### config.mk
export PLATFORM = sky130hd
export DESIGN_NAME = uart_txd_dirctl
export DESIGN_NICKNAME = d
export VERILOG_FILES = /design/src/rtl/txd_pkg.sv /design/src/rtl/txd_word_stager.sv /design/src/rtl/txd_frame_builder.sv /design/src/rtl/txd_frame_engine.sv /design/src/rtl/uart_txd_dirctl.sv
export SDC_FILE = /design/constraint.sdc
export NUM_CORES = 1
export LEC_CHECK = 0
export BUFFER_PORTS_ARGS = -buffer_cell sky130_fd_sc_hd__buf_2
export CELL_PAD_IN_SITES_DETAIL_PLACEMENT = 0
export CELL_PAD_IN_SITES_GLOBAL_PLACEMENT = 1
export CORE_UTILIZATION = 45
export DETAILED_ROUTE_END_ITERATION = 8
export GPL_TIMING_DRIVEN = 0
export PLACE_DENSITY = 0.85
export SLEW_MARGIN = 20
export SYNTH_ARGS = -nofsm -noshare
export SYNTH_HDL_FRONTEND = slang
export SYNTH_SLANG_ARGS = --single-unit
### constraint.sdc
create_clock -name clk -period 4.5 [get_ports clk]
set_input_delay 0 -clock clk [delete_from_list [all_inputs] [get_ports clk]]
set_output_delay 0 -clock clk [all_outputs]
set_load 0.05 [all_outputs]
### src/rtl/txd_pkg.sv
// Shared constants and types for the serial transmitter.
// Assumes a byte-wide FIFO and at most a 9-bit word per frame.
package txd_pkg;
    localparam int BYTE_W  = 8;
    localparam int WORD_W  = BYTE_W + 1;
    localparam int FRAME_W = WORD_W + 3;           // start + 9 data + 2 stop
    localparam int IDX_W   = $clog2(FRAME_W + 1);

    localparam logic [3:0] LEN_7 = 4'b0111;
    localparam logic [3:0] LEN_8 = 4'b1000;
    localparam logic [3:0] LEN_9 = 4'b1001;

    localparam logic [2:0] PAR_NONE  = 3'b000;
    localparam logic [2:0] PAR_ODD   = 3'b001;
    localparam logic [2:0] PAR_EVEN  = 3'b010;
    localparam logic [2:0] PAR_MARK  = 3'b011;
    localparam logic [2:0] PAR_SPACE = 3'b100;

    typedef struct packed {
        logic [3:0] len;
        logic [2:0] par;
        logic       stop2;
    } char_fmt_t;

    typedef enum logic [2:0] {
        ST_IDLE,
        ST_ARM,
        ST_SHIFT,
        ST_BREAK,
        ST_TAIL
    } eng_state_t;
endpackage

### src/rtl/txd_word_stager.sv
// Prefetches one word from the FIFO so the next frame can follow the
// current one without a gap. In 9-bit mode it gathers two bytes: the
// first gives bits 7:0, bit 0 of the second gives bit 8.
// Assumes the FIFO head is valid in the cycle the FIFO is not empty and
// that the mode input is stable while a word is being gathered.
module txd_word_stager
    import txd_pkg::*;
(
    input  logic              clk,
    input  logic              rst_n,
    input  logic              fifo_empty,
    input  logic [BYTE_W-1:0] fifo_data,
    input  logic              nine_mode,
    input  logic              take,
    output logic              fifo_pop,
    output logic              word_valid,
    output logic [WORD_W-1:0] word
);
    logic have_lo;

    // Pop only into an empty holding slot.
    assign fifo_pop = !word_valid && !fifo_empty;

    // Gather bytes into the holding word and release it on take.
    always_ff @(posedge clk) begin
        if (!rst_n) begin
            word_valid <= 1'b0;
            have_lo    <= 1'b0;
            word       <= '0;
        end else begin
            if (take) begin
                word_valid <= 1'b0;
            end
            if (fifo_pop) begin
                if (nine_mode && !have_lo) begin
                    word[BYTE_W-1:0] <= fifo_data;
                    have_lo          <= 1'b1;
                end else if (nine_mode) begin
                    word[WORD_W-1] <= fifo_data[0];
                    have_lo        <= 1'b0;
                    word_valid     <= 1'b1;
                end else begin
                    word       <= {1'b0, fifo_data};
                    word_valid <= 1'b1;
                end
            end
        end
    end

    // no pop from an empty FIFO
    p_pop_nonempty_r12: assert property (@(posedge clk) disable iff (!rst_n)
        fifo_pop |-> !fifo_empty);

    // a second byte in 9-bit mode completes the word
    p_pair_done_r5: assert property (@(posedge clk) disable iff (!rst_n)
        (fifo_pop && nine_mode && have_lo) |=> word_valid);
endmodule

### src/rtl/txd_frame_builder.sv
// Builds the full line image of one frame from a word and the format
// fields: bit 0 is the start bit, then data LSB first, parity, stops.
// Also returns the index of the last bit. Purely combinational.
module txd_frame_builder
    import txd_pkg::*;
(
    input  logic [WORD_W-1:0]  word,
    input  char_fmt_t          fmt,
    output logic [FRAME_W-1:0] frame,
    output logic [IDX_W-1:0]   last_idx
);
    logic              nine, seven, has_par, pbit;
    logic [IDX_W-1:0]  ndata;
    logic [WORD_W-1:0] d;

    // Decode the format and lay the bits out.
    always_comb begin
        nine  = (fmt.len == LEN_9);
        seven = (fmt.len == LEN_7);
        ndata = nine ? IDX_W'(9) : (seven ? IDX_W'(7) : IDX_W'(8));
        d     = nine ? word : (seven ? {2'b00, word[6:0]} : {1'b0, word[BYTE_W-1:0]});
        case (fmt.par)
            PAR_ODD:   begin has_par = 1'b1; pbit = ~(^d); end
            PAR_EVEN:  begin has_par = 1'b1; pbit = ^d;    end
            PAR_MARK:  begin has_par = 1'b1; pbit = 1'b1;  end
            PAR_SPACE: begin has_par = 1'b1; pbit = 1'b0;  end
            default:   begin has_par = 1'b0; pbit = 1'b1;  end
        endcase
        if (nine) begin
            has_par = 1'b0;
        end
        frame    = '1;
        frame[0] = 1'b0;
        for (int i = 0; i < WORD_W; i++) begin
            if (i < int'(ndata)) begin
                frame[i + 1] = d[i];
            end
        end
        if (has_par) begin
            frame[ndata + IDX_W'(1)] = pbit;
        end
        last_idx = ndata + IDX_W'(has_par) + IDX_W'(fmt.stop2) + IDX_W'(1);
    end
endmodule

### src/rtl/txd_frame_engine.sv
// Sequences frames bit by bit on the bit strobe: arms the driver before
// the start bit, chains queued words without a gap, enters break at a
// character boundary and counts the turnaround tail in bit times.
// Assumes the format and tail length are stable while busy.
module txd_frame_engine
    import txd_pkg::*;
#(
    parameter int TAIL_W = 4
) (
    input  logic               clk,
    input  logic               rst_n,
    input  logic               bit_tick,
    input  logic               word_valid,
    input  logic [FRAME_W-1:0] frame,
    input  logic [IDX_W-1:0]   last_idx,
    input  logic               brk,
    input  logic               pause,
    input  logic [TAIL_W-1:0]  tail_bits,
    output logic               take,
    output logic               tx,
    output logic               drive,
    output logic               busy
);
    eng_state_t         st;
    logic [FRAME_W-1:0] sreg;
    logic [IDX_W-1:0]   idx, last_q;
    logic [TAIL_W-1:0]  tail_c;
    logic               go, end_tick;

    assign go       = word_valid && !pause && !brk;
    assign end_tick = (st == ST_SHIFT) && bit_tick && (idx == last_q);

    // Take the held word whenever a frame is loaded.
    always_comb begin
        take = 1'b0;
        if (go && ((st == ST_IDLE) || (st == ST_TAIL) || end_tick)) begin
            take = 1'b1;
        end
    end

    // Frame sequencing state machine.
    always_ff @(posedge clk) begin
        if (!rst_n) begin
            st     <= ST_IDLE;
            sreg   <= '1;
            idx    <= '0;
            last_q <= '0;
            tail_c <= '0;
        end else begin
            case (st)
                ST_IDLE: begin
                    if (brk) begin
                        st <= ST_BREAK;
                    end else if (go) begin
                        st     <= ST_ARM;
                        sreg   <= frame;
                        last_q <= last_idx;
                    end
                end
                ST_ARM: begin
                    if (bit_tick) begin
                        st  <= ST_SHIFT;
                        idx <= '0;
                    end
                end
                ST_SHIFT: begin
                    if (end_tick) begin
                        if (brk) begin
                            st <= ST_BREAK;
                        end else if (go) begin
                            sreg   <= frame;
                            last_q <= last_idx;
                            idx    <= '0;
                        end else if (tail_bits == '0) begin
                            st <= ST_IDLE;
                        end else begin
                            st     <= ST_TAIL;
                            tail_c <= tail_bits;
                        end
                    end else if (bit_tick) begin
                        sreg <= {1'b1, sreg[FRAME_W-1:1]};
                        idx  <= idx + IDX_W'(1);
                    end
                end
                ST_BREAK: begin
                    if (!brk) begin
                        if (tail_bits == '0) begin
                            st <= ST_IDLE;
                        end else begin
                            st     <= ST_TAIL;
                            tail_c <= tail_bits;
                        end
                    end
                end
                ST_TAIL: begin
                    if (brk) begin
                        st <= ST_BREAK;
                    end else if (go) begin
                        st     <= ST_ARM;
                        sreg   <= frame;
                        last_q <= last_idx;
                    end else if (bit_tick) begin
                        if (tail_c <= TAIL_W'(1)) begin
                            st <= ST_IDLE;
                        end else begin
                            tail_c <= tail_c - TAIL_W'(1);
                        end
                    end
                end
                default: st <= ST_IDLE;
            endcase
        end
    end

    assign tx    = (st == ST_SHIFT) ? sreg[0] : (st != ST_BREAK);
    assign drive = (st != ST_IDLE);
    assign busy  = (st != ST_IDLE);

    // the strobe after arming puts the start bit on the line
    p_start_low_r1: assert property (@(posedge clk) disable iff (!rst_n)
        (st == ST_ARM && bit_tick) |=> !tx);

    // a queued word starts on the very strobe that ends the frame
    p_no_gap_r10: assert property (@(posedge clk) disable iff (!rst_n)
        (end_tick && go) |=> (!tx && drive));

    // break follows the end of the running character
    p_break_low_r6: assert property (@(posedge clk) disable iff (!rst_n)
        (end_tick && brk) |=> !tx);

    // nothing leaves idle while paused
    p_pause_hold_r9: assert property (@(posedge clk) disable iff (!rst_n)
        (st == ST_IDLE && pause) |=> (st == ST_IDLE || st == ST_BREAK));

    // a non-zero tail keeps the driver on after the last stop bit
    p_tail_hold_r8: assert property (@(posedge clk) disable iff (!rst_n)
        (end_tick && !brk && !go && tail_bits != '0) |=> (busy && tx));
endmodule

### src/rtl/uart_txd_dirctl.sv
// Serial transmitter top: FIFO word stager, frame builder and frame
// engine, plus the driver-enable polarity stage.
// Assumes configuration inputs change only while busy is low.
module uart_txd_dirctl
    import txd_pkg::*;
#(
    parameter int TAIL_W = 4
) (
    input  logic              clk,
    input  logic              rst_n,
    input  logic              bit_tick,
    input  logic              fifo_empty,
    input  logic [BYTE_W-1:0] fifo_data,
    output logic              fifo_pop,
    input  logic [3:0]        data_len,
    input  logic [2:0]        parity_sel,
    input  logic              two_stop,
    input  logic [7:0]        brk_ctl,
    input  logic              pause_req,
    input  logic              de_active_high,
    input  logic [TAIL_W-1:0] turn_bits,
    output logic              tx_line,
    output logic              drv_en,
    output logic              busy
);
    char_fmt_t          fmt;
    logic               word_valid, take, drive;
    logic [WORD_W-1:0]  word;
    logic [FRAME_W-1:0] frame;
    logic [IDX_W-1:0]   last_idx;

    assign fmt = '{len: data_len, par: parity_sel, stop2: two_stop};

    txd_word_stager u_stager (
        .clk        (clk),
        .rst_n      (rst_n),
        .fifo_empty (fifo_empty),
        .fifo_data  (fifo_data),
        .nine_mode  (data_len == LEN_9),
        .take       (take),
        .fifo_pop   (fifo_pop),
        .word_valid (word_valid),
        .word       (word)
    );

    txd_frame_builder u_builder (
        .word     (word),
        .fmt      (fmt),
        .frame    (frame),
        .last_idx (last_idx)
    );

    txd_frame_engine #(.TAIL_W(TAIL_W)) u_engine (
        .clk        (clk),
        .rst_n      (rst_n),
        .bit_tick   (bit_tick),
        .word_valid (word_valid),
        .frame      (frame),
        .last_idx   (last_idx),
        .brk        (|brk_ctl),
        .pause      (pause_req),
        .tail_bits  (turn_bits),
        .take       (take),
        .tx         (tx_line),
        .drive      (drive),
        .busy       (busy)
    );

    // Apply the selected enable polarity.
    assign drv_en = de_active_high ? drive : !drive;

    // when not busy the line idles high and the driver is off
    p_idle_quiet_r11: assert property (@(posedge clk) disable iff (!rst_n)
        !busy |-> (tx_line && (drv_en == !de_active_high)));
endmodule

Word level (Yosys, flattened, before mapping) --
Cells that the tools add are included.
Storage, ports and cells: output and inout bits 4, memories kept 0, bits in latches 0, input port bits 34, register bits 38, RAM bits 0, memory bits (read-only) 0, logic and storage cells 162
Operators by class: shifts and indexed selects 0, equal/unequal tests 29, divide/modulo/power cells 0, multiply operators 0, bitwise gates (word level) 2, add/subtract/negate cells 6, $lt $le $gt $ge 12, multiplexer cells 69, reduce and logical (&&, ||, !) cells 35
Operator list (number):
- $mux 4 | 19
- $mux 12 | 5
- $mux 3 | 12
- $mux 8 | 3
- $pmux 12 s2 | 1
- $mux 1 | 21
- $ne 2x2->1 const B | 9
- $lt 3x4->1 const A | 4
- $pmux 4 s2 | 2
- $pmux 3 s5 | 1
- $add 4x1->4 const B | 3
- $bwmux 12 | 1
- $eq 3x2->1 const B | 4
- $ne 3x2->1 const B | 4
- $pmux 4 s3 | 1
- $reduce_and 2->1 | 5
- $mux 9 | 1
- $reduce_and 9->1 | 1
- $reduce_xor 9->1 | 1
- $add 4x1->4 | 2
- $logic_and 1x1->1 | 8
- $lt 1x4->1 const A | 2
- $lt 2x4->1 const A | 2
- $ne 4x2->1 const B | 2
- 27 further kinds | 39

Longest topological paths before layout --
Gate-level depths: netlist of the first run.
depth in word-level cells 14, mapped depth 11, depth with buffers taken out 11

Cells and area by module --
A second synthesis of the first run with hierarchy kept.
Second synthesis, totals: cell total of the unflattened synthesis 310, area, all modules 2522.4 um2
Modules (own cells, without submodules):
- txd_frame_engine | times used 1, area each 1569.0 um2, cells each 190
- txd_frame_builder | times used 1, area each 466.7 um2, cells each 64
- txd_word_stager | times used 1, area each 449.2 um2, cells each 51
- uart_txd_dirctl | times used 1, area each 37.5 um2, cells each 5

Worst setup path before layout of the first run --
No wires, ideal clock.
kind flip-flop to output port, start point reg u_engine.st[2], end point out drv_en, cell stages (with the launch flop) 4, data required time 4.500 ns, slack 2.440 ns, arrival time 2.060 ns, path through dfxtp_1 clkbuf_1 or3_1 xnor2_1
On the way: longest elaborated chain between the ends 3
Ends and longest elaborated chain:
- start: declaration | RTL line txd_frame_engine.sv:24 | eng_state_t st;
- start signal: assignment | RTL line txd_frame_engine.sv:44 | st <= ST_IDLE;
- start signal: assignment | RTL line txd_frame_engine.sv:53 | st <= ST_BREAK;
- start signal: assignment | RTL line txd_frame_engine.sv:55 | st <= ST_ARM;
- $reduce_bool 3->1 (*)
- named net busy | RTL line uart_txd_dirctl.sv:24 | output logic busy
- $logic_not 1->1 | RTL line uart_txd_dirctl.sv:70 | assign drv_en = de_active_high ? drive : !drive;
- $mux 1 (*) | RTL line uart_txd_dirctl.sv:70
- end: declaration | RTL line uart_txd_dirctl.sv:23 | output logic drv_en,
The timed path passes the listed nets; every way through them passes the cells marked *.

Final worst setup path of the first run --
start point reg u_engine.st[1], end point reg u_engine.sreg[11]
On the way: longest elaborated chain between the ends 5, elaborated cells on any way between the ends 11
Ends and longest elaborated chain:
- $eq 3x2->1 | RTL line txd_frame_engine.sv:31, txd_frame_engine.sv:50
- $logic_and 1x1->1 (2 in a row) | RTL line txd_frame_engine.sv:31 | assign end_tick = (st == ST_SHIFT) && bit_tick && (idx == last_q);
- $mux 12 or $ne 3x2->1 (tied branches)
- $pmux 12 s2 or $reduce_and 2->1 (tied branches)
- end signal: assignment | RTL line txd_frame_engine.sv:56 | sreg <= frame;
- end signal: assignment | RTL line txd_frame_engine.sv:71 | sreg <= frame;
- end signal: assignment | RTL line txd_frame_engine.sv:81 | sreg <= {1'b1, sreg[FRAME_W-1:1]};
- end: declaration | RTL line txd_frame_engine.sv:25 | logic [FRAME_W-1:0] sreg;
Several ways; a longest one is shown, not always the timed one. A chain may end at the register's enable or synchronous reset.

==> results of run 1 <==
==> power by group through the flow <==
stage / sequential [mW] / clock (mW) / combinational, mW
3_5_place_dp: 0.435 / 0 / 0.612
4_1_cts: 0.428 / 0.292 / 0.620
6_report: 0.428 / 0.286 / 0.622
5_1_grt: 0.433 / 0.307 / 0.692
3_3_place_gp: 0.434 / 0 / 0.609
2_1_floorplan: 0.425 / 0 / 0.482
==> layout make-up <==
cell class                      instances  area share, %
Buffer                                 12           2.23
Clock buffer                            7           2.66
Clock inverter                          1           1.05
Inverter                               16           2.10
Multi-Input combinational cell        214           53.3
Sequential cell                        38           26.6
Tap cell                               70           3.06
Timing Repair Buffer                   44           9.09
==> state kept, by name, indices dropped and copies added (netlist names) <==
name / count
u_engine.sreg: 12
u_stager.word: 9
u_engine.idx: 4
u_engine.last_q: 4
u_engine.tail_c: 4
u_engine.st: 3
u_stager.have_lo: 1
u_stager.word_valid: 1
==> layer usage <==
metal	up-vias	wire length [um]	global-route usage (%)
met5	-	0	0
met4	0	65	6.58
met3	7	248	4.02
met2	50	2480	35.4
met1	982	2630	27.3
li1	1126	-	-
==> Yosys cell counts (all sizes together) (4+ instances only) <==
cell     number
a211oi        5
a21boi        6
a21oi        11
a2bb2oi       7
and2          4
buf           5
clkbuf        7
dfxtp        38
ha            9
inv          15
mux2i        11
nand2        19
nand2b        4
nand3         4
nor2         22
nor2b         6
nor3         11
nor3b         4
o21ai        22
or4           7
xnor2        11
==> through the flow <==
stage	hold WS (ns)	power, mW	cell area, um^2
after floorplan	0.148	0.907	2410
after global placement	0.233	1.04	2680
after detailed placement	0.242	1.05	2680
after CTS	0.0543	1.34	2860
after global routing	0.0689	1.43	2860
final	0.0608	1.34	2860
==> final timing paths <==
check                                 start                               to  slack (ns)  depth (start not counted)
max             u_engine.st[1]$_SDFFE_PN0P_   u_engine.sreg[11]$_SDFFE_PN1P_        2.04                          8
min                            turn_bits[3]  u_engine.tail_c[3]$_SDFFE_PN0P_        0.06                          4
max reg2reg     u_engine.st[1]$_SDFFE_PN0P_   u_engine.sreg[11]$_SDFFE_PN1P_        2.04                          8
min reg2reg  u_engine.sreg[11]$_SDFFE_PN1P_   u_engine.sreg[11]$_SDFFE_PN1P_        0.46                          1
==> kinds of logic after synthesis <==
group	after synthesis	synth area share [%]
flip-flops	38	31.6
multiplexers	11	4.57
buffers and inverters	28	5.14
AND/OR/NAND/NOR	95	22.0
adder cells (fa/ha/maj)	10	5.50
XOR/XNOR	16	6.96
AO/OA/AOI/OAI	82	24.3
==> worst reg2reg max path, cell delays in order, from the launching register on <==
cell	delay, ns
dfxtp_1	0.31
buf_4	0.15
nor3b_2	0.29
nand4_1	0.23
a2bb2oi_1	0.26
clkbuf_1	0.27
o21ai_0	0.28
nand2_1	0.23
or2_2	0.32
==> what timing repair did <==
action,CTS,global route
setup endpoints to repair,0,0
hold buffers,8,0
hold endpoints to repair,8,0
==> flow_summary.yaml, run 1 <==
placement:
  globalplace.congestion: 0.778
  hpwlAfterDp_um: 4030
  dp.cells: 386
  port_buffers: 36
  dpl_worst_slack_ns: 2.05
die:
  die_h_um: 75.2
  start_util_pct: 46.9
  core_area_um2: 5140
  rows: 26
  io_pins: 38
  dieArea_um2: 5650
  fp.dieW_um: 75.2
synth:
  netlist.area_leader.share_pct: 31.6
  syn-cell-area_um2: 2410
  synth_async_sr_flop_share_pct: 0
  synth_nets: 324
  netlist-cell-type-count: 66
  yosys_warnings: 0
  synthCells: 280
  yosysSeqAreaShare_pct: 31.6
  synth_edf_count: 0
  syn_area_per_cell_um2: 8.61
  synth_top_cell_by_area: "dfxtp_1"
  yosys-top-cells-area: "dfxtp_1 32%, ha_1 4.7%, mux2i_1 4.6%"
  synth_ff_type: "dfxtp_1"
  ys_seq_elements: 38
cells_and_area:
  nets: 375
  area_growth_pct: 18.8
  final_cell_mix: "38 x dfxtp_1, 36 x buf_2, 21 x nor2_1, 21 x o21ai_0, 19 x nand2_1"
  multiInputGateArea_um2: 1530
  layout_commonest_cell: "dfxtp_1"
  nFillCells: 509
  drive_above_1_share_pct: 16.9
  fin_cells: 402
  postLayoutCoreUtil_pct: 55.7
  diodes: 0
  register_area_um2: 761
clock_tree:
  cts_tree: "yes"
  cts_resized: 0
  root_buffer: "clkbuf_8"
  cts_buffers: 5
  clock_path_buffers: 2
  clock_latency_ns: 0.29
  post_cts_buffers: 0
  cts.clk_slew.worst_paths_ns: 0.07
  htree_levels: 2
  clock_sinks: 38
grt:
  grt_pass1_vias: 1962
  grt_usage_pct: 21.0
  grt_pass1_wl_um: 8970
  antenna_found_initial: 0
  grt_max_degree: 12
  grt_overflow: 0
setup_path:
  cp_slowest_cell: "or2_2"
  cp-start-kind: "register"
  cp_top_family: "simple AND/OR/NAND/NOR gates"
  crit_path_end_kind: "register"
  cp.buffers_inverters: 2
  worstPathRequired_ns: 4.68
  slowest_delay_ns: 0.32
  critPathMaxFanout: 10
  worstPathArrival_ns: 2.64
  criticalPathCategory: "register to register"
  crit_chain: "buf_4 > nor3b_2 > nand4_1 > a2bb2oi_1 > clkbuf_1 > o21ai_0 > nand2_1 > or2_2"
routing:
  postRouteAntennaNets: 0
  num_vias: 2165
  drt_first_pass_iters: 4
  drc: 0
  drt_iter0_markers: 37
  wl_per_cell_um: 13.5
  via_per_inst: 5.39
  wl_um: 5430
power:
  power.density_nw_per_um2: 466
  leakage_nw: 1.17
  combPwrFrac_pct: 46.6
  pwr-share-clk_pct: 21.4
  ir_drop_v: 0.000330
  p_switching_mw: 0.543
  p_int_mw: 0.792
  p_seq_share_pct: 32.0
  swShare_pct: 40.7
timing:
  rsz0062_at_grt: "no"
  finalCriticalPeriod_ns: 2.46
  setup_viol: 0
  period_share_pct: 54.6
  max_freq_mhz: 407
  drv_slew: 0
  tightest_slew_ns: 0.646
  layout_setup_ws_ns: 2.04
  hold_viol: 0
  clock_skew_ns: 0.00417
  max_slew_margin_pct: 56.9
  fin_setup_tns_ns: 0
worst_hold_path:
  hold_class: "primary input to register"
flow_run:
  maxCapViolCount: 0
run_status:
  status: "finished, final reports clean"
Power figures use the tool's default switching activity.
==> run 2, diff against run 1 <==
--- a/config.mk
+++ b/config.mk
@@ -8,10 +8,10 @@
 export BUFFER_PORTS_ARGS = -buffer_cell sky130_fd_sc_hd__buf_2
 export CELL_PAD_IN_SITES_DETAIL_PLACEMENT = 0
 export CELL_PAD_IN_SITES_GLOBAL_PLACEMENT = 1
-export CORE_UTILIZATION = 45
+export CORE_UTILIZATION = 38
 export DETAILED_ROUTE_END_ITERATION = 8
 export GPL_TIMING_DRIVEN = 0
-export PLACE_DENSITY = 0.85
+export PLACE_DENSITY = 0.76
 export SLEW_MARGIN = 20
 export SYNTH_ARGS = -nofsm -noshare
 export SYNTH_HDL_FRONTEND = slang
==> constraint.sdc (replaced) <==
create_clock -name clk -period 2.2 [get_ports clk]
set_input_delay 0 -clock clk [delete_from_list [all_inputs] [get_ports clk]]
set_output_delay 0 -clock clk [all_outputs]
set_load 0.05 [all_outputs]
==> run 2 against run 1 <==
  * Sequential cell count did not move
  * Count of clock-buffer cells in the layout unchanged
  * Hold slack about the same
  * Clock power rose by 110%
  * Highest routed layer unchanged
==> flow_summary.yaml, run 2 (same netlist as run 1, synthesis figures left out) <==
timing:
  period_share_pct: 97.2
  max_freq_mhz: 467
  rsz0062_at_grt: "yes"
  fin_setup_tns_ns: 0
  max_slew_margin_pct: 58.2
  setup_viol: 0
  hold_viol: 0
  clock_skew_ns: 0.00536
  tightest_slew_ns: 0.628
  finalCriticalPeriod_ns: 2.14
  drv_slew: 0
routing:
  num_vias: 2288
  drt_iter0_markers: 82
  via_per_inst: 5.50
  wl_um: 5990
  drc: 0
  wl_per_cell_um: 14.4
  drt_first_pass_iters: 4
  postRouteAntennaNets: 0
cells_and_area:
  largestRegisters: "u_engine.sreg x12, u_stager.word x9"
  diodes: 0
  top_register: "u_engine.sreg"
  register_area_um2: 766
  final_cell_mix: "36 x buf_2, 34 x dfxtp_1, 21 x nor2_1"
  layout_commonest_cell: "buf_2"
  largest_reg_flops: 12
  multiInputGateArea_um2: 1600
  area_growth_pct: 25.4
  drive_above_1_share_pct: 23.2
  nets: 384
  nFillCells: 587
placement:
  port_buffers: 36
  hpwlAfterDp_um: 4290
  globalplace.congestion: 0.797
die:
  rows: 28
  dieArea_um2: 6660
  fp.dieW_um: 81.6
  io_pins: 38
  die_h_um: 81.6
  core_area_um2: 6030
  start_util_pct: 40.0
grt:
  antenna_found_initial: 0
  grt_pass1_vias: 2108
  grt_overflow: 0
  grt_max_degree: 16
  grt_pass1_wl_um: 9850
  grt_usage_pct: 19.3
setup_path:
  criticalPathCategory: "register to register"
  worstPathRequired_ns: 2.38
  endpoint: "u_engine.sreg[1]$_SDFFE_PN1P_"
  worstReg2RegEnd: "u_engine.sreg[1]$_SDFFE_PN1P_"
  r2r-start: "u_stager.word[1]$_SDFFE_PN0P_"
  critPathLaunch: "u_stager.word[1]$_SDFFE_PN0P_"
  ff2ff_setup_slack_ns: 0.06
  crit_path_end_kind: "register"
  r2r_cells: 6
  worstPathArrival_ns: 2.32
  cp-start-kind: "register"
  critPathMaxFanout: 4
clock_tree:
  cts_buffers: 5
  clock_path_buffers: 2
  clock_sinks: 38
  cts.clk_slew.worst_paths_ns: 0.07
  htree_levels: 2
  clock_latency_ns: 0.29
  root_buffer: "clkbuf_8"
  cts_tree: "yes"
power:
  power.density_nw_per_um2: 996
  leakage_nw: 1.23
  ir_drop_v: 0.000708
  total_power_mw: 3.01
flow_run:
  maxCapViolCount: 0
worst_hold_path:
  hold_class: "primary input to register"
run_status:
  status: "finished, final reports clean"
-- run 2: cell count changes in the layout (fill, tap and decap cells not counted), moves of 2 or more --
cell | before | now
buf_4 | 1 | 11
clkbuf_1 | 9 | 6
clkbuf_2 | 0 | 2
dfxtp_1 | 38 | 34
dfxtp_2 | 0 | 4
nand2_1 | 19 | 17
nand2_2 | 0 | 2
o21ai_0 | 21 | 19
o21ai_1 | 1 | 3
-- run 2: how the worst min path moves through the flow --
stage / startpoint / endpoint / cells after the start
final: turn_bits[3] / u_engine.tail_c[3]$_SDFFE_PN0P_ / 4
after detailed placement: fifo_data[1] / u_stager.word[1]$_SDFFE_PN0P_ / 3
after global routing: turn_bits[3] / u_engine.tail_c[3]$_SDFFE_PN0P_ / 4
after global placement: fifo_data[2] / u_stager.word[2]$_SDFFE_PN0P_ / 3
after floorplan: fifo_data[1] / u_stager.word[1]$_SDFFE_PN0P_ / 2
after CTS: turn_bits[3] / u_engine.tail_c[3]$_SDFFE_PN0P_ / 4
-- run 2: where the power goes --
group	total, mW	internal [mW]	leakage (nW)	switching (mW)
clock	0.588	0.339	0.0524	0.248
sequential	0.879	0.799	0.312	0.0806
combinational	1.54	0.647	0.870	0.897
total	3.01	1.78	1.23	1.23
-- run 2: layer usage --
| layer | vias up | global-route usage, % | part of all wire (%) |
|---|---|---|---|
| li1 | 1154 | - | - |
| met3 | 13 | 3.67 | 4.8 |
| met2 | 64 | 32.4 | 46 |
| met4 | 0 | 7.89 | 1.6 |
| met1 | 1057 | 24.3 | 47 |
| met5 | - | 0 | 0 |
-- run 2: worst max-delay path, cell delays in order, from the launching register on --
cell     delay, ns
dfxtp_2       0.33
xnor3_1       0.41
xnor3_1       0.25
nor3_1        0.07
o31a_1        0.35
a211o_1       0.31
a221o_1       0.31
-- run 2: cell type report --
type	instances	share of cell area (%)
timing repair buffer	54	11.1
inverter	16	1.99
multi-input combinational	214	52.9
sequential	38	25.3
clock inverter	1	0.994
tap	75	3.11
buffer	11	2.07
clock buffer	7	2.53
-- run 2: through the flow --
stage	utilization (%)	instance area, um^2	hold slack [ns]	setup slack (ns)	std cells
after floorplan	-	2410	0.148	0.140	280
after global placement	44.5	2680	0.233	-0.264	391
after detailed placement	44.5	2680	0.244	-0.250	391
after CTS	48.7	2940	0.0478	0.000896	410
after global routing	50.1	3020	0.0927	-0.0353	416
final	50.1	3020	0.0611	0.0606	416
-- run 2: repair_timing --
item | 4_1_cts | 5_1_grt
pin swaps | 4 | 5
resized for setup | 10 | 11
setup endpoints to repair | 18 | 20
buffers inserted | 4 | 6
hold endpoints to repair | 8 | 0
hold buffers | 8 | 0
==> run 3, diff against run 2 <==
--- a/config.mk
+++ b/config.mk
@@ -8,10 +8,11 @@
 export BUFFER_PORTS_ARGS = -buffer_cell sky130_fd_sc_hd__buf_2
 export CELL_PAD_IN_SITES_DETAIL_PLACEMENT = 0
 export CELL_PAD_IN_SITES_GLOBAL_PLACEMENT = 1
-export CORE_UTILIZATION = 38
+export CORE_UTILIZATION = 44
+export CTS_BUF_LIST = sky130_fd_sc_hd__clkbuf_4
 export DETAILED_ROUTE_END_ITERATION = 8
 export GPL_TIMING_DRIVEN = 0
-export PLACE_DENSITY = 0.76
+export PLACE_DENSITY = 0.83
 export SLEW_MARGIN = 20
 export SYNTH_ARGS = -nofsm -noshare
 export SYNTH_HDL_FRONTEND = slang
==> constraint.sdc (replaced) <==
create_clock -name clk -period 2.1 [get_ports clk]
set_input_delay 0 -clock clk [delete_from_list [all_inputs] [get_ports clk]]
set_output_delay 0 -clock clk [all_outputs]
set_load 0.05 [all_outputs]
==> run 3 against run 2 <==
  * The flow now finishes with violations (setup timing)
  * Clock power shrank 32%
  * Sequential cell count is the same
  * Sequential power grew 5.5%
  * Die area shrank 13%
  * Combinational power grew 13%
  * Cell area grew 0.50%
  * Critical path type unchanged
  * Largest power group unchanged
  * Highest routed layer unchanged
==> flow_summary.yaml, run 3 (same netlist as run 1, synthesis figures left out) <==
die:
  start_util_pct: 46.3
  fp.dieW_um: 76.0
  rows: 26
  dieArea_um2: 5780
  io_pins: 38
  core_area_um2: 5200
  die_h_um: 76.0
cells_and_area:
  fin_cells: 419
  diodes: 0
  top_register: "u_engine.sreg"
  nFillCells: 501
  drive_above_1_share_pct: 26.9
  largest_reg_flops: 12
  largestRegisters: "u_engine.sreg x12, u_stager.word x9"
  multiInputGateArea_um2: 1600
  final_cell_mix: "37 x buf_2, 31 x dfxtp_1, 21 x nor2_1"
  nets: 392
  area_growth_pct: 26.0
  register_area_um2: 769
  layout_commonest_cell: "buf_2"
routing:
  drt_first_pass_iters: 4
  wl_per_cell_um: 14.3
  wl_um: 5990
  via_per_inst: 5.44
  postRouteAntennaNets: 0
  drt_iter0_markers: 98
  num_vias: 2279
  drc: 0
setup_path:
  slowest_delay_ns: 0.38
  worstPathRequired_ns: 2.41
  critPathLaunch: "u_engine.st[1]$_SDFFE_PN0P_"
  criticalPathCategory: "register to register"
  crit_path_end_kind: "register"
  cp-start-kind: "register"
  critPathMaxFanout: 6
  r2r-start: "u_engine.st[1]$_SDFFE_PN0P_"
  cp.buffers_inverters: 2
  cp_slowest_cell: "o41ai_1"
  crit_chain: "buf_6 > nor3b_4 > nand4_1 > buf_4 > o31ai_4 > o211ai_1 > o41ai_1 > and2_1"
  cp_top_family: "compound AO/OA/AOI/OAI gates"
  worstPathArrival_ns: 2.43
clock_tree:
  htree_levels: 2
  cts_buffers: 5
  clock_path_buffers: 2
  root_buffer: "clkbuf_4"
  cts.clk_slew.worst_paths_ns: 0.13
  clock_latency_ns: 0.36
  cts_tree: "yes"
  clock_sinks: 38
worst_hold_path:
  hold_class: "primary input to register"
  hold_path.startpoint: "fifo_empty"
power:
  power.density_nw_per_um2: 1010
  leakage_nw: 1.25
  total_power_mw: 3.07
  ir_drop_v: 0.000643
timing:
  period_share_pct: 101
  tightest_slew_ns: 0.697
  max_freq_mhz: 470
  clock_skew_ns: 0.0117
  rsz0062_at_grt: "yes"
  hold_viol: 0
  drv_slew: 0
  finalCriticalPeriod_ns: 2.13
  hold_slack_ns: 0.00953
  layout_setup_ws_ns: -0.0264
  max_slew_margin_pct: 53.5
  setup_viol: 2
grt:
  antenna_found_initial: 0
  grt_overflow: 0
  grt_pass1_wl_um: 9870
  grt_max_degree: 13
  grt_pass1_vias: 2137
  grt_usage_pct: 21.0
placement:
  port_buffers: 36
  dp.cells: 386
  hpwlAfterDp_um: 4150
  globalplace.congestion: 0.748
run_status:
  status: "finished with violations"
  violations: "setup timing"
flow_run:
  maxCapViolCount: 0
==> run 3: path summary, 6_finish.rpt <==
path                                                  endpoint  slack, ns  cells past startpoint
worst min-delay path            u_stager.word_valid$_SDFF_PN0_       0.01                      4
worst max-delay path               u_engine.st[0]$_SDFFE_PN0P_      -0.03                      8
worst max register to register     u_engine.st[0]$_SDFFE_PN0P_      -0.03                      8
worst min register to register  u_engine.sreg[11]$_SDFFE_PN1P_       0.48                      1
==> run 3: metal layers <==
layer  GRT usage, %  vias up  part of all wire (%)
met5              0        -                     0
met3           4.19        7                   3.4
met2           35.5       53                    48
met4           6.54        0                   1.0
li1               -     1160                     -
met1           26.8     1059                    48
==> run 3: layout make-up <==
cell class,instances,share of cell area (%)
plain buffers,12,2.47
clock buffers,5,1.24
clock inverters,3,0.536
inverters,16,1.98
multi-input cells,214,52.7
flip-flops and latches,38,25.3
well taps,70,2.88
repair buffers,61,12.9
==> run 3: worst min-delay path, cell delays in order <==
cell and delay [ns]:
buf_2 0.09, nor2_1 0.05, o21ai_0 0.10, a21boi_0 0.09
==> run 3: what timing repair did <==
item                                    4_1_cts  5_1_grt
hold buffers                                  9        0
resized for setup                            20       14
gates cloned                                  0        0
setup buffers                                 6       10
pin swaps                                    12       11
endpoints found under the setup margin       19       21
hold endpoints to repair                     10        0
==> run 3: power by group <==
part | internal, mW | switching, mW | total (mW) | leakage, nW
Clock | 0.125 | 0.276 | 0.401 | 0.0286
Sequential | 0.839 | 0.0880 | 0.927 | 0.313
Combinational | 0.774 | 0.964 | 1.74 | 0.913
Total | 1.74 | 1.33 | 3.07 | 1.25
==> run 3: per-stage QoR <==
step / setup TNS (ns) / util [%] / cell area [um^2] / setup WS, ns
global route: -0.720 / 58.3 / 3040 / -0.144
finish: -0.0322 / 58.3 / 3040 / -0.0264
CTS: 0 / 56.3 / 2930 / 0.00378
floorplan: 0 / - / 2410 / 0.0399
global placement: -3.84 / 51.4 / 2680 / -0.351
detailed placement: -3.85 / 51.4 / 2680 / -0.340
